$ cat config.mk
export PLATFORM = sky130hd
export DESIGN_NAME = mdio_master
export DESIGN_NICKNAME = d
export VERILOG_FILES = /design/src/rtl/mdio_pkg.sv /design/src/rtl/mdio_clkgen.sv /design/src/rtl/mdio_sync.sv /design/src/rtl/mdio_seq.sv /design/src/rtl/mdio_master.sv
export SDC_FILE = /design/constraint.sdc
export NUM_CORES = 1
export LEC_CHECK = 0
export ABC_AREA = 1
export ABC_CLOCK_PERIOD_IN_PS = 4030
export BUFFER_PORTS_ARGS = -buffer_cell sky130_fd_sc_hd__buf_4
export CAP_MARGIN = 30
export CELL_PAD_IN_SITES_DETAIL_PLACEMENT = 0
export CELL_PAD_IN_SITES_GLOBAL_PLACEMENT = 1
export CORE_UTILIZATION = 39
export DETAILED_ROUTE_END_ITERATION = 6
export GPL_TIMING_DRIVEN = 0
export PLACE_DENSITY = 0.85
export SYNTH_ARGS = -nofsm -noshare
export SYNTH_HDL_FRONTEND = slang
export SYNTH_SLANG_ARGS = --single-unit
$ cat constraint.sdc
create_clock -name clk -period 4.03 [get_ports clk]
set_input_delay 0 -clock clk [delete_from_list [all_inputs] [get_ports clk]]
set_output_delay 0 -clock clk [all_outputs]
set_load 0.005 [all_outputs]
$ cat src/rtl/mdio_pkg.sv
// Package: constants and request type shared by the MDIO master modules.
// Assumes a single management bus and short (register-access) frames only.
package mdio_pkg;

    localparam int ADDR_W    = 5;
    localparam int DATA_W    = 16;
    localparam int PRE_BITS  = 32;
    // preamble + start(2) + opcode(2) + two addresses
    localparam int HDR_BITS  = PRE_BITS + 4 + 2 * ADDR_W;
    // header + turnaround(2) + data
    localparam int FRAME_W   = HDR_BITS + 2 + DATA_W;
    localparam int FI_W      = $clog2(FRAME_W);
    localparam int RECOV     = 32;
    localparam int TA_SLOT   = HDR_BITS;
    localparam int RD_FIRST  = HDR_BITS + 1;
    localparam int RD_LAST   = HDR_BITS + DATA_W;
    localparam int LAST_OK   = FRAME_W;            // final released cycle
    localparam int LAST_BAD  = TA_SLOT + RECOV;    // end of recovery burst
    localparam int SLOT_W    = $clog2(LAST_BAD + 2);

    localparam logic [1:0] OPC_RD = 2'b10;
    localparam logic [1:0] OPC_WR = 2'b01;

    typedef struct packed {
        logic              wr;
        logic [ADDR_W-1:0] phy;
        logic [ADDR_W-1:0] regad;
        logic [DATA_W-1:0] wdata;
    } mdio_req_t;

endpackage

$ cat src/rtl/mdio_clkgen.sv
// Module: MDC generator. While run is high, toggles mdc every DIV system
// clocks, starting from a full low phase. fall marks the system clock at the
// end of a high phase (the edge at which mdc returns low).
// Assumes DIV >= 1; mdc is forced low whenever run is low.
module mdio_clkgen #(
    parameter int DIV = 10
) (
    input  logic clk,
    input  logic rst_n,
    input  logic run,
    output logic mdc,
    output logic fall
);
    localparam int CW = (DIV > 1) ? $clog2(DIV) : 1;

    logic [CW-1:0] cnt_q;
    logic          mdc_q;
    logic          wrap;

    assign wrap = (cnt_q == CW'(DIV - 1));

    // half-period counter and clock toggle
    always_ff @(posedge clk) begin
        if (!rst_n || !run) begin
            cnt_q <= '0;
            mdc_q <= 1'b0;
        end else if (wrap) begin
            cnt_q <= '0;
            mdc_q <= ~mdc_q;
        end else begin
            cnt_q <= cnt_q + 1'b1;
        end
    end

    assign mdc  = mdc_q;
    assign fall = run && mdc_q && wrap;

endmodule

$ cat src/rtl/mdio_sync.sv
// Module: multi-flop synchroniser for the MDIO input pad.
// Assumes STAGES >= 2; resets to 1, the level of an idle pulled-up line.
module mdio_sync #(
    parameter int STAGES = 2
) (
    input  logic clk,
    input  logic rst_n,
    input  logic d,
    output logic q
);
    logic [STAGES-1:0] chain_q;

    // shift the pad level through the flop chain
    always_ff @(posedge clk) begin
        if (!rst_n) chain_q <= '1;
        else        chain_q <= {chain_q[STAGES-2:0], d};
    end

    assign q = chain_q[STAGES-1];

endmodule

$ cat src/rtl/mdio_seq.sv
// Module: frame sequencer. Latches a request, then on every MDC fall moves
// to the next MDC cycle ("slot") and sets the MDIO drive for it. It samples
// the synchronised input at the end of each high phase, checks the read
// turnaround, and reports done/err/rdata.
// Assumes fall is a one-clock strobe from mdio_clkgen and sdi is synchronised.
module mdio_seq
    import mdio_pkg::*;
(
    input  logic              clk,
    input  logic              rst_n,
    input  logic              start,
    input  mdio_req_t         req,
    input  logic              fall,
    input  logic              sdi,
    output logic              busy,
    output logic              done,
    output logic              err,
    output logic [DATA_W-1:0] rdata,
    output logic              mdio_o,
    output logic              mdio_oe
);
    logic [SLOT_W-1:0]  slot_q, nxt_slot, last_slot;
    logic [FRAME_W-1:0] frame_q;
    logic [DATA_W-1:0]  shreg_q, rdata_q;
    logic               busy_q, wr_q, ta_bad_q, done_q, err_q, o_q, oe_q;
    logic               nxt_o, nxt_oe;

    // drive for the next slot, and the slot that ends this transaction
    always_comb begin
        nxt_slot  = slot_q + 1'b1;
        nxt_o     = 1'b0;
        if (nxt_slot < SLOT_W'(FRAME_W))
            nxt_o = frame_q[~nxt_slot[FI_W-1:0]];
        nxt_oe    = wr_q ? (nxt_slot < SLOT_W'(FRAME_W))
                         : (nxt_slot < SLOT_W'(HDR_BITS));
        last_slot = ta_bad_q ? SLOT_W'(LAST_BAD) : SLOT_W'(LAST_OK);
    end

    // request capture, slot stepping, sampling and completion
    always_ff @(posedge clk) begin
        if (!rst_n) begin
            busy_q   <= 1'b0;
            slot_q   <= '0;
            wr_q     <= 1'b0;
            frame_q  <= '0;
            shreg_q  <= '0;
            rdata_q  <= '0;
            ta_bad_q <= 1'b0;
            done_q   <= 1'b0;
            err_q    <= 1'b0;
            o_q      <= 1'b0;
            oe_q     <= 1'b0;
        end else begin
            done_q <= 1'b0;
            if (start && !busy_q) begin
                busy_q   <= 1'b1;
                slot_q   <= '0;
                wr_q     <= req.wr;
                frame_q  <= {{PRE_BITS{1'b1}}, 2'b01, req.wr ? OPC_WR : OPC_RD,
                             req.phy, req.regad, req.wr ? 2'b10 : 2'b11, req.wdata};
                shreg_q  <= '0;
                rdata_q  <= '0;
                err_q    <= 1'b0;
                ta_bad_q <= 1'b0;
                o_q      <= 1'b1;
                oe_q     <= 1'b1;
            end else if (busy_q && fall) begin
                if (!wr_q && slot_q == SLOT_W'(TA_SLOT))
                    ta_bad_q <= sdi;
                if (!wr_q && slot_q >= SLOT_W'(RD_FIRST) && slot_q <= SLOT_W'(RD_LAST))
                    shreg_q <= {shreg_q[DATA_W-2:0], sdi};
                if (slot_q == last_slot) begin
                    busy_q  <= 1'b0;
                    done_q  <= 1'b1;
                    err_q   <= ta_bad_q;
                    rdata_q <= (wr_q || ta_bad_q) ? '0 : shreg_q;
                    oe_q    <= 1'b0;
                end else begin
                    slot_q <= nxt_slot;
                    o_q    <= nxt_o;
                    oe_q   <= nxt_oe;
                end
            end
        end
    end

    assign busy    = busy_q;
    assign done    = done_q;
    assign err     = err_q;
    assign rdata   = rdata_q;
    assign mdio_o  = o_q;
    assign mdio_oe = oe_q;

    // a new frame opens with a driven 1 (preamble)
    assert_preamble_start_R3: assert property (@(posedge clk) disable iff (!rst_n)
        $rose(busy_q) |-> (oe_q && o_q));
    // a missing PHY never returns data
    assert_nophy_nodata_R8: assert property (@(posedge clk) disable iff (!rst_n)
        (done_q && err_q) |-> (rdata_q == '0));
    // done lasts one clock only
    assert_done_single_R9: assert property (@(posedge clk) disable iff (!rst_n)
        done_q |=> !done_q);
    // busy can only end together with done
    assert_busy_end_done_R9: assert property (@(posedge clk) disable iff (!rst_n)
        $fell(busy_q) |-> done_q);

endmodule

$ cat src/rtl/mdio_master.sv
// Module: MDIO management master top. Ties the MDC generator, the input
// synchroniser and the frame sequencer together.
// Assumes DIV >= 3, so that the synchronised input settles within a high phase.
module mdio_master #(
    parameter int DIV         = 10,
    parameter int SYNC_STAGES = 2
) (
    input  logic        clk,
    input  logic        rst_n,
    input  logic        req_valid,
    input  logic        req_write,
    input  logic [4:0]  req_phy,
    input  logic [4:0]  req_reg,
    input  logic [15:0] req_wdata,
    output logic        busy,
    output logic        done,
    output logic        err,
    output logic [15:0] rdata,
    output logic        mdc,
    output logic        mdio_o,
    output logic        mdio_oe,
    input  logic        mdio_i
);
    import mdio_pkg::*;

    mdio_req_t req;
    logic      fall, sdi;

    assign req = '{wr: req_write, phy: req_phy, regad: req_reg, wdata: req_wdata};

    mdio_clkgen #(.DIV(DIV)) u_clk (
        .clk(clk), .rst_n(rst_n), .run(busy), .mdc(mdc), .fall(fall)
    );

    mdio_sync #(.STAGES(SYNC_STAGES)) u_sync (
        .clk(clk), .rst_n(rst_n), .d(mdio_i), .q(sdi)
    );

    mdio_seq u_seq (
        .clk(clk), .rst_n(rst_n), .start(req_valid), .req(req), .fall(fall),
        .sdi(sdi), .busy(busy), .done(done), .err(err), .rdata(rdata),
        .mdio_o(mdio_o), .mdio_oe(mdio_oe)
    );

    // bus quiet when idle
    assert_idle_quiet_R1: assert property (@(posedge clk) disable iff (!rst_n)
        !busy |-> (!mdc && !mdio_oe));
    // MDIO drive holds steady through every MDC high phase
    assert_mdio_stable_high_R5: assert property (@(posedge clk) disable iff (!rst_n)
        mdc |-> ($stable(mdio_o) && $stable(mdio_oe)));

endmodule

Word-level counts from Yosys, hierarchy flattened
Index checks and enable logic that the tools add are counted.
{"block": "totals", "regBits": 84, "out_inout_bits": 22, "elab_cells": 71}
{"block": "classes", "addsub": 2, "n_lt_le_gt_ge": 5, "n_eq_ne": 4, "mux": 18, "bitwise": 5, "reduce_logical": 23}
{"cell": "$mux W16", "n": 1}
{"cell": "$mux W1", "n": 14}
{"cell": "$reduce_and A2 Y1", "n": 6}
{"cell": "$add A7 B1 Y7 const B", "n": 1}
{"cell": "$eq A7 B6 Y1 const B", "n": 1}
{"cell": "$eq A7 B7 Y1", "n": 1}
{"cell": "$ge A7 B6 Y1 const B", "n": 1}
{"cell": "$le A7 B6 Y1 const B", "n": 1}
{"cell": "$logic_and A1 B1 Y1", "n": 7}
{"cell": "$lt A6 B7 Y1 const B", "n": 1}
{"cell": "$lt A7 B6 Y1 const B", "n": 1}
{"cell": "$lt A7 B7 Y1 const B", "n": 1}
{"cell": "$bmux W1 S6", "n": 1}
{"cell": "$not A6 Y6", "n": 1}
{"cell": "$add A4 B1 Y4 const B", "n": 1}
{"cell": "$eq A4 B4 Y1 const B", "n": 1}
{"cell": "$mux W4", "n": 1}
{"cell": "$not A1 Y1", "n": 4}
{"cell": "$reduce_bool A2 Y1", "n": 2}
{"cell": "$reduce_or A2 Y1", "n": 2}
{"cell": "$logic_not A1 Y1", "n": 3}
{"cell": "$reduce_or A3 Y1", "n": 1}
{"cell": "$logic_or A1 B1 Y1", "n": 2}
{"cell": "$mux W2", "n": 1}
{"cell": "$ne A2 B1 Y1 const B", "n": 1}

Depth between registers and ports, before layout
{"block": "depth", "ltp_word": 8, "mapped_depth": 15, "depth_no_buf": 12}

Modules after synthesis
A second synthesis with hierarchy kept.
{"block": "unflattened", "cells_unflattened": 467, "area_unflattened_um2": 3537.1}
{"module": "mdio_seq", "instances": 1, "cells_per_inst": 430, "area_per_inst_um2": 3246.9, "seq_area_each_um2": 1481.4}
{"module": "mdio_clkgen", "instances": 1, "cells_per_inst": 31, "area_per_inst_um2": 235.2, "seq_area_each_um2": 100.1}
{"module": "mdio_sync", "instances": 1, "cells_per_inst": 6, "area_per_inst_um2": 55.1, "seq_area_each_um2": 40.0}

Worst setup path after synthesis
No wires, ideal clock.
{"block": "synth_path", "kind": "flip-flop to flip-flop", "from": "register u_seq.slot_q[0]", "to": "register u_seq.o_q, in the netlist u_seq.mdio_o", "setup_time_ns": 0.070, "arrival_time_ns": 1.924, "required_ns": 3.960, "path_slack_ns": 2.036, "stages_incl_launch_ff": 16, "path_buffers": 3, "synth_period_minus_slack_ns": 1.994, "path_cell_list": "dfxtp_1 -> buf_6 -> inv_2 -> buf_2 -> ha_1 -> buf_2 -> clkinv_1 -> nand3_1 -> nand2_1 -> nand2_1 -> nand3_1 -> nand3_1 -> nand3_1 -> nand2_1 -> nand2_1 -> a21oi_1"}
{"block": "synth_between", "elab_chain_len": 8, "elab_cells_between_ends": 12}
{"item": "start, declared", "line": "mdio_seq.sv:22", "text": "logic [SLOT_W-1:0] slot_q, nxt_slot, last_slot;"}
{"item": "start signal, assigned", "line": "mdio_seq.sv:79", "text": "slot_q <= nxt_slot;"}
{"item": "$add A7 B1 Y7 (*)", "line": "mdio_seq.sv:30", "text": "nxt_slot = slot_q + 1'b1;"}
{"item": "via u_seq.nxt_slot[0]", "line": "mdio_seq.sv:22"}
{"item": "$not A6 Y6", "line": "mdio_seq.sv:33", "text": "nxt_o = frame_q[~nxt_slot[FI_W-1:0]];"}
{"item": "$bmux W1 S6", "line": "mdio_seq.sv:33"}
{"item": "$mux W1 (implied by the code)", "line": "mdio_seq.sv:33"}
{"item": "$mux W1 (*)", "line": "mdio_seq.sv:32", "text": "if (nxt_slot < SLOT_W'(FRAME_W))"}
{"item": "$mux W1 (*)", "line": "mdio_seq.sv:72", "text": "if (slot_q == last_slot) begin"}
{"item": "$mux W1 (*)", "line": "mdio_seq.sv:67", "text": "end else if (busy_q && fall) begin"}
{"item": "$mux W1 (*)", "line": "mdio_seq.sv:55", "text": "if (start && !busy_q) begin"}
{"item": "end signal, assigned", "line": "mdio_seq.sv:80", "text": "o_q <= nxt_o;"}
{"item": "end, declared", "line": "mdio_seq.sv:25", "text": "logic busy_q, wr_q, ta_bad_q, done_q, err_q, o_q, oe_q;"}
The timed path passes the listed nets; every way through them passes the cells marked *. The select of a mux whose other input is x is not followed.
A chain may end at the register's enable or synchronous reset.

Worst setup path in the final report
Ends and elaborated chain as after synthesis.

==> flow_summary.json <==
{
  "power.net_switching_mw": 0.3715,
  "ioPinCount": 53,
  "synthDominantCellAreaShare_pct": 45.17,
  "drt_pre_antenna_iters": 7,
  "gr-usage-met1_pct": 22.45,
  "cts-root-buf": "clkbuf_8",
  "critPathLaunchType": "flip-flop",
  "route.vias.total": 3292,
  "max_cap_viol_count": 0,
  "clock_sinks": 81,
  "fillerInstances": 868,
  "syn-cell-area_um2": 3590,
  "avgSynthCellArea_um2": 7.787,
  "post-route-cell-area_um2": 4622,
  "post_dr_vias_cell": 4.950,
  "post_layout_minimum_cycle_time_ps": 2510,
  "worst_ep_required_time_ps": 4310,
  "dpl-instance-area_um2": 4115,
  "cts_max_level": 3,
  "pwr-share-clk_pct": 39.8,
  "yosysWarningCount": 0,
  "violations": "DRC",
  "cts_tree": "yes",
  "max_slew_margin_pct": 65.43,
  "clockBufferDepth": 2,
  "holdCritPathClass": "in -> reg",
  "grt_antenna_before_repair": 0,
  "power_density_nw_per_um2": 355.1,
  "postSynthRegisterBits": 81,
  "drtIter0Drc": 130,
  "gp_congestion": 0.8851,
  "routed_length_per_instance_um": 12.36,
  "fp-row-count": 34,
  "routed_wirelength_um": 8217,
  "fp.dieH_um": 97.94,
  "dp_hpwl_um": 5857,
  "intPower_mw": 1.270,
  "post_cts_resized": 0,
  "synthCells": 461,
  "synthDominantAreaCellType": "dfxtp_1",
  "startpoint": "u_seq.slot_q[0]$_SDFFE_PP0P_",
  "holdPathStages": 3,
  "final_setup_violation_count": 0,
  "achievable-frequency_mhz": 398.4,
  "synth_net_count": 496,
  "met3_usage_pct": 3.150,
  "detail_route.drc_violations": 2,
  "grt_pass1_wl_um": 14480,
  "gr-max-usage-layer": "met2",
  "area_taken_by_flip_flops_and_latches_um2": 1622,
  "total_leakage_power_nw": 1.896,
  "criticalPathCategory": "reg -> reg",
  "insertedDiodeCount": 0,
  "num-nets-final": 587,
  "timing.rr.end": "u_seq.mdio_o$_SDFFE_PN0P_",
  "fin_crit_sh_pct": 62.29,
  "drive_gt1_share_pct": 21.18,
  "clock_transition_at_the_registers_of_the_reported_paths_ps": 80,
  "grt_setup_unrepaired": "false",
  "netSwitchingFraction_pct": 22.64,
  "worst_ep_arrival_time_ps": 2790,
  "final-hold-violation-count": 0,
  "cts_buffers": 9,
  "overflow": 0,
  "comb_power_share_pct": 9.1,
  "clk_latency_ps": 340,
  "worst-slew-pin-transition_ps": 518.5,
  "core_area_um2": 8806,
  "number_of_global_route_vias_before_repair": 3199,
  "grt_start_max_net_pins": 13,
  "starting_density_of_the_core_pct": 40.76,
  "synthDistinctLibCells": 36,
  "reg2reg_depth": 15,
  "fin_skew_ps": 8.600,
  "multi_input_area_um2": 1595,
  "hold_path.startpoint": "rst_n",
  "gr-usage-met2_pct": 32.61,
  "r2r-start": "u_seq.slot_q[0]$_SDFFE_PP0P_",
  "global_route.usage.total_pct": 18.70,
  "port_buffers": 52,
  "timing.reg2reg.setup_slack_ps": 1520,
  "final.setup.tns_ps": 0,
  "dieArea_um2": 9592,
  "ir_worst_vdd_mv": 0.1532,
  "slew_viol_final": 0,
  "netlist_top_cells_area": "dfxtp_1 (45%), nand3_1 (8.5%), o21ai_0 (7.0%), nand2_1 (6.9%), inv_1 (6.1%)",
  "cp-end-kind": "flip-flop",
  "chipWidth_um": 97.94,
  "whs_endpoint": "u_seq.mdio_o$_SDFFE_PN0P_",
  "power_frac_seq_pct": 51.2,
  "run_status": "finished with violations",
  "critical_path_peak_fanout": 10,
  "synth_seq_area_share_pct": 45.17,
  "area_delta_synth_final_pct": 28.76,
  "final_antenna_net_count": 0
}
==> state kept, by name, indices dropped and copies added, names as in the netlist <==
register and cells:
u_seq.done 1, u_clk.cnt_q 4, u_seq.shreg_q 16, u_seq.rdata 16, u_seq.mdio_oe 1, u_seq.err 1
u_clk.mdc 1, u_seq.frame_q 29, u_seq.busy 1, u_sync.chain_q 2, u_seq.mdio_o 1, u_seq.ta_bad_q 1
u_seq.slot_q 7
==> metrics by stage <==
step                      cells  utilization [%]  setup slack, ps  power [mW]  hold slack (ps)
after floorplan             461                -             2036      0.9330            106.6
after global placement      621            46.73             1578      0.9829            189.8
after detailed placement    621            46.73             1554      0.9857            190.4
after CTS                   665            52.49             1530       1.657            42.78
after global routing        665            52.49             1293       1.719            67.78
final                       665            52.49             1520       1.641            49.75
==> how the worst max path moves through the flow <==
stage	endpoint	cells past startpoint	slack [ps]
floorplan	u_seq.mdio_o$_SDFFE_PN0P_	15	2040
global placement	u_seq.mdio_o$_SDFFE_PN0P_	15	1580
detailed placement	u_seq.mdio_o$_SDFFE_PN0P_	15	1550
CTS	u_seq.mdio_o$_SDFFE_PN0P_	15	1530
global route	u_seq.mdio_o$_SDFFE_PN0P_	15	1290
finish	u_seq.mdio_o$_SDFFE_PN0P_	15	1520
==> logic make-up after synthesis <==
logic type	after synthesis	synth area share, %
XOR/XNOR	3	0.7321
buffers and inverters	87	10.39
AO/OA/AOI/OAI	122	20.18
AND/OR/NAND/NOR	164	22.13
flip-flops	81	45.17
adder cells (fa/ha/maj)	4	1.394
==> cell type report <==
| class | instances | share of cell area [%] |
|---|---|---|
| clock inverters | 1 | 0.6497 |
| clock buffers | 15 | 4.250 |
| multi-input cells | 293 | 34.52 |
| flip-flops and latches | 81 | 35.08 |
| inverters | 65 | 5.279 |
| repair buffers | 80 | 14.51 |
| well taps | 108 | 2.924 |
| plain buffers | 22 | 2.788 |
==> layer usage <==
metal | up-vias | part of all wire, %
met5 | - | 0
met4 | 0 | 2.0
met3 | 15 | 4.3
met2 | 84 | 49
met1 | 1492 | 45
li1 | 1701 | -
==> Yosys cell counts <==
cell / n
a2111oi_4: 1
a211oi_1: 2
a21oi_1: 29
a21oi_2: 11
a31oi_1: 1
buf_1: 1
buf_2: 4
buf_4: 1
buf_6: 5
clkbuf_1: 11
clkinv_1: 1
dfxtp_1: 81
ha_1: 4
inv_1: 58
inv_2: 6
nand2_1: 66
nand2_2: 2
nand2_4: 1
nand3_1: 61
nand3_2: 3
nand4_1: 2
nand4_4: 1
nor2_1: 20
nor2_2: 1
nor2_4: 3
nor3_1: 1
nor4_4: 1
o211ai_1: 1
o21ai_0: 50
o21ai_1: 13
o21ai_2: 9
o22ai_1: 4
o31ai_1: 1
or2_2: 2
xnor2_1: 1
xor2_1: 2
==> power groups by stage <==
| stage | Clock (mW) | Combinational, mW | Sequential (mW) |
|---|---|---|---|
| 2_1_floorplan | 0 | 0.0766 | 0.856 |
| 3_3_place_gp | 0 | 0.124 | 0.859 |
| 3_5_place_dp | 0 | 0.126 | 0.859 |
| 4_1_cts | 0.669 | 0.148 | 0.840 |
| 5_1_grt | 0.708 | 0.168 | 0.843 |
| 6_report | 0.652 | 0.149 | 0.840 |
==> critical path: stages, from the launching register on <==
cell      delay [ps]
dfxtp_1          360
buf_6            170
inv_2            110
buf_2            210
ha_1             290
buf_2            220
clkinv_1         300
nand3_1          180
nand2_1           80
nand2_1           70
nand3_1           60
nand3_1           80
nand3_1           80
nand2_1           60
nand2_1           50
a21oi_1          110
==> what timing repair did <==
action | CTS | global route
buffers inserted | 0 | 0
hold buffers | 28 | 0
hold endpoints to repair | 29 | 0
==> layout by cell type, fill, tap and decap left out, types with 9 or more instances in the layout <==
cell type      Yosys  final
o21ai_0           50     50
clkbuf_8           0     14
a21oi_2           11     11
nand3_1           61     61
buf_4              1     53
dlygate4sd3_1      0     28
a21oi_1           29     29
inv_1             58     58
nor2_1            20     20
o21ai_2            9      9
clkbuf_1          11     12
o21ai_1           13     13
nand2_1           66     66
dfxtp_1           81     81
No activity file was read; power rests on OpenSTA's default activity.
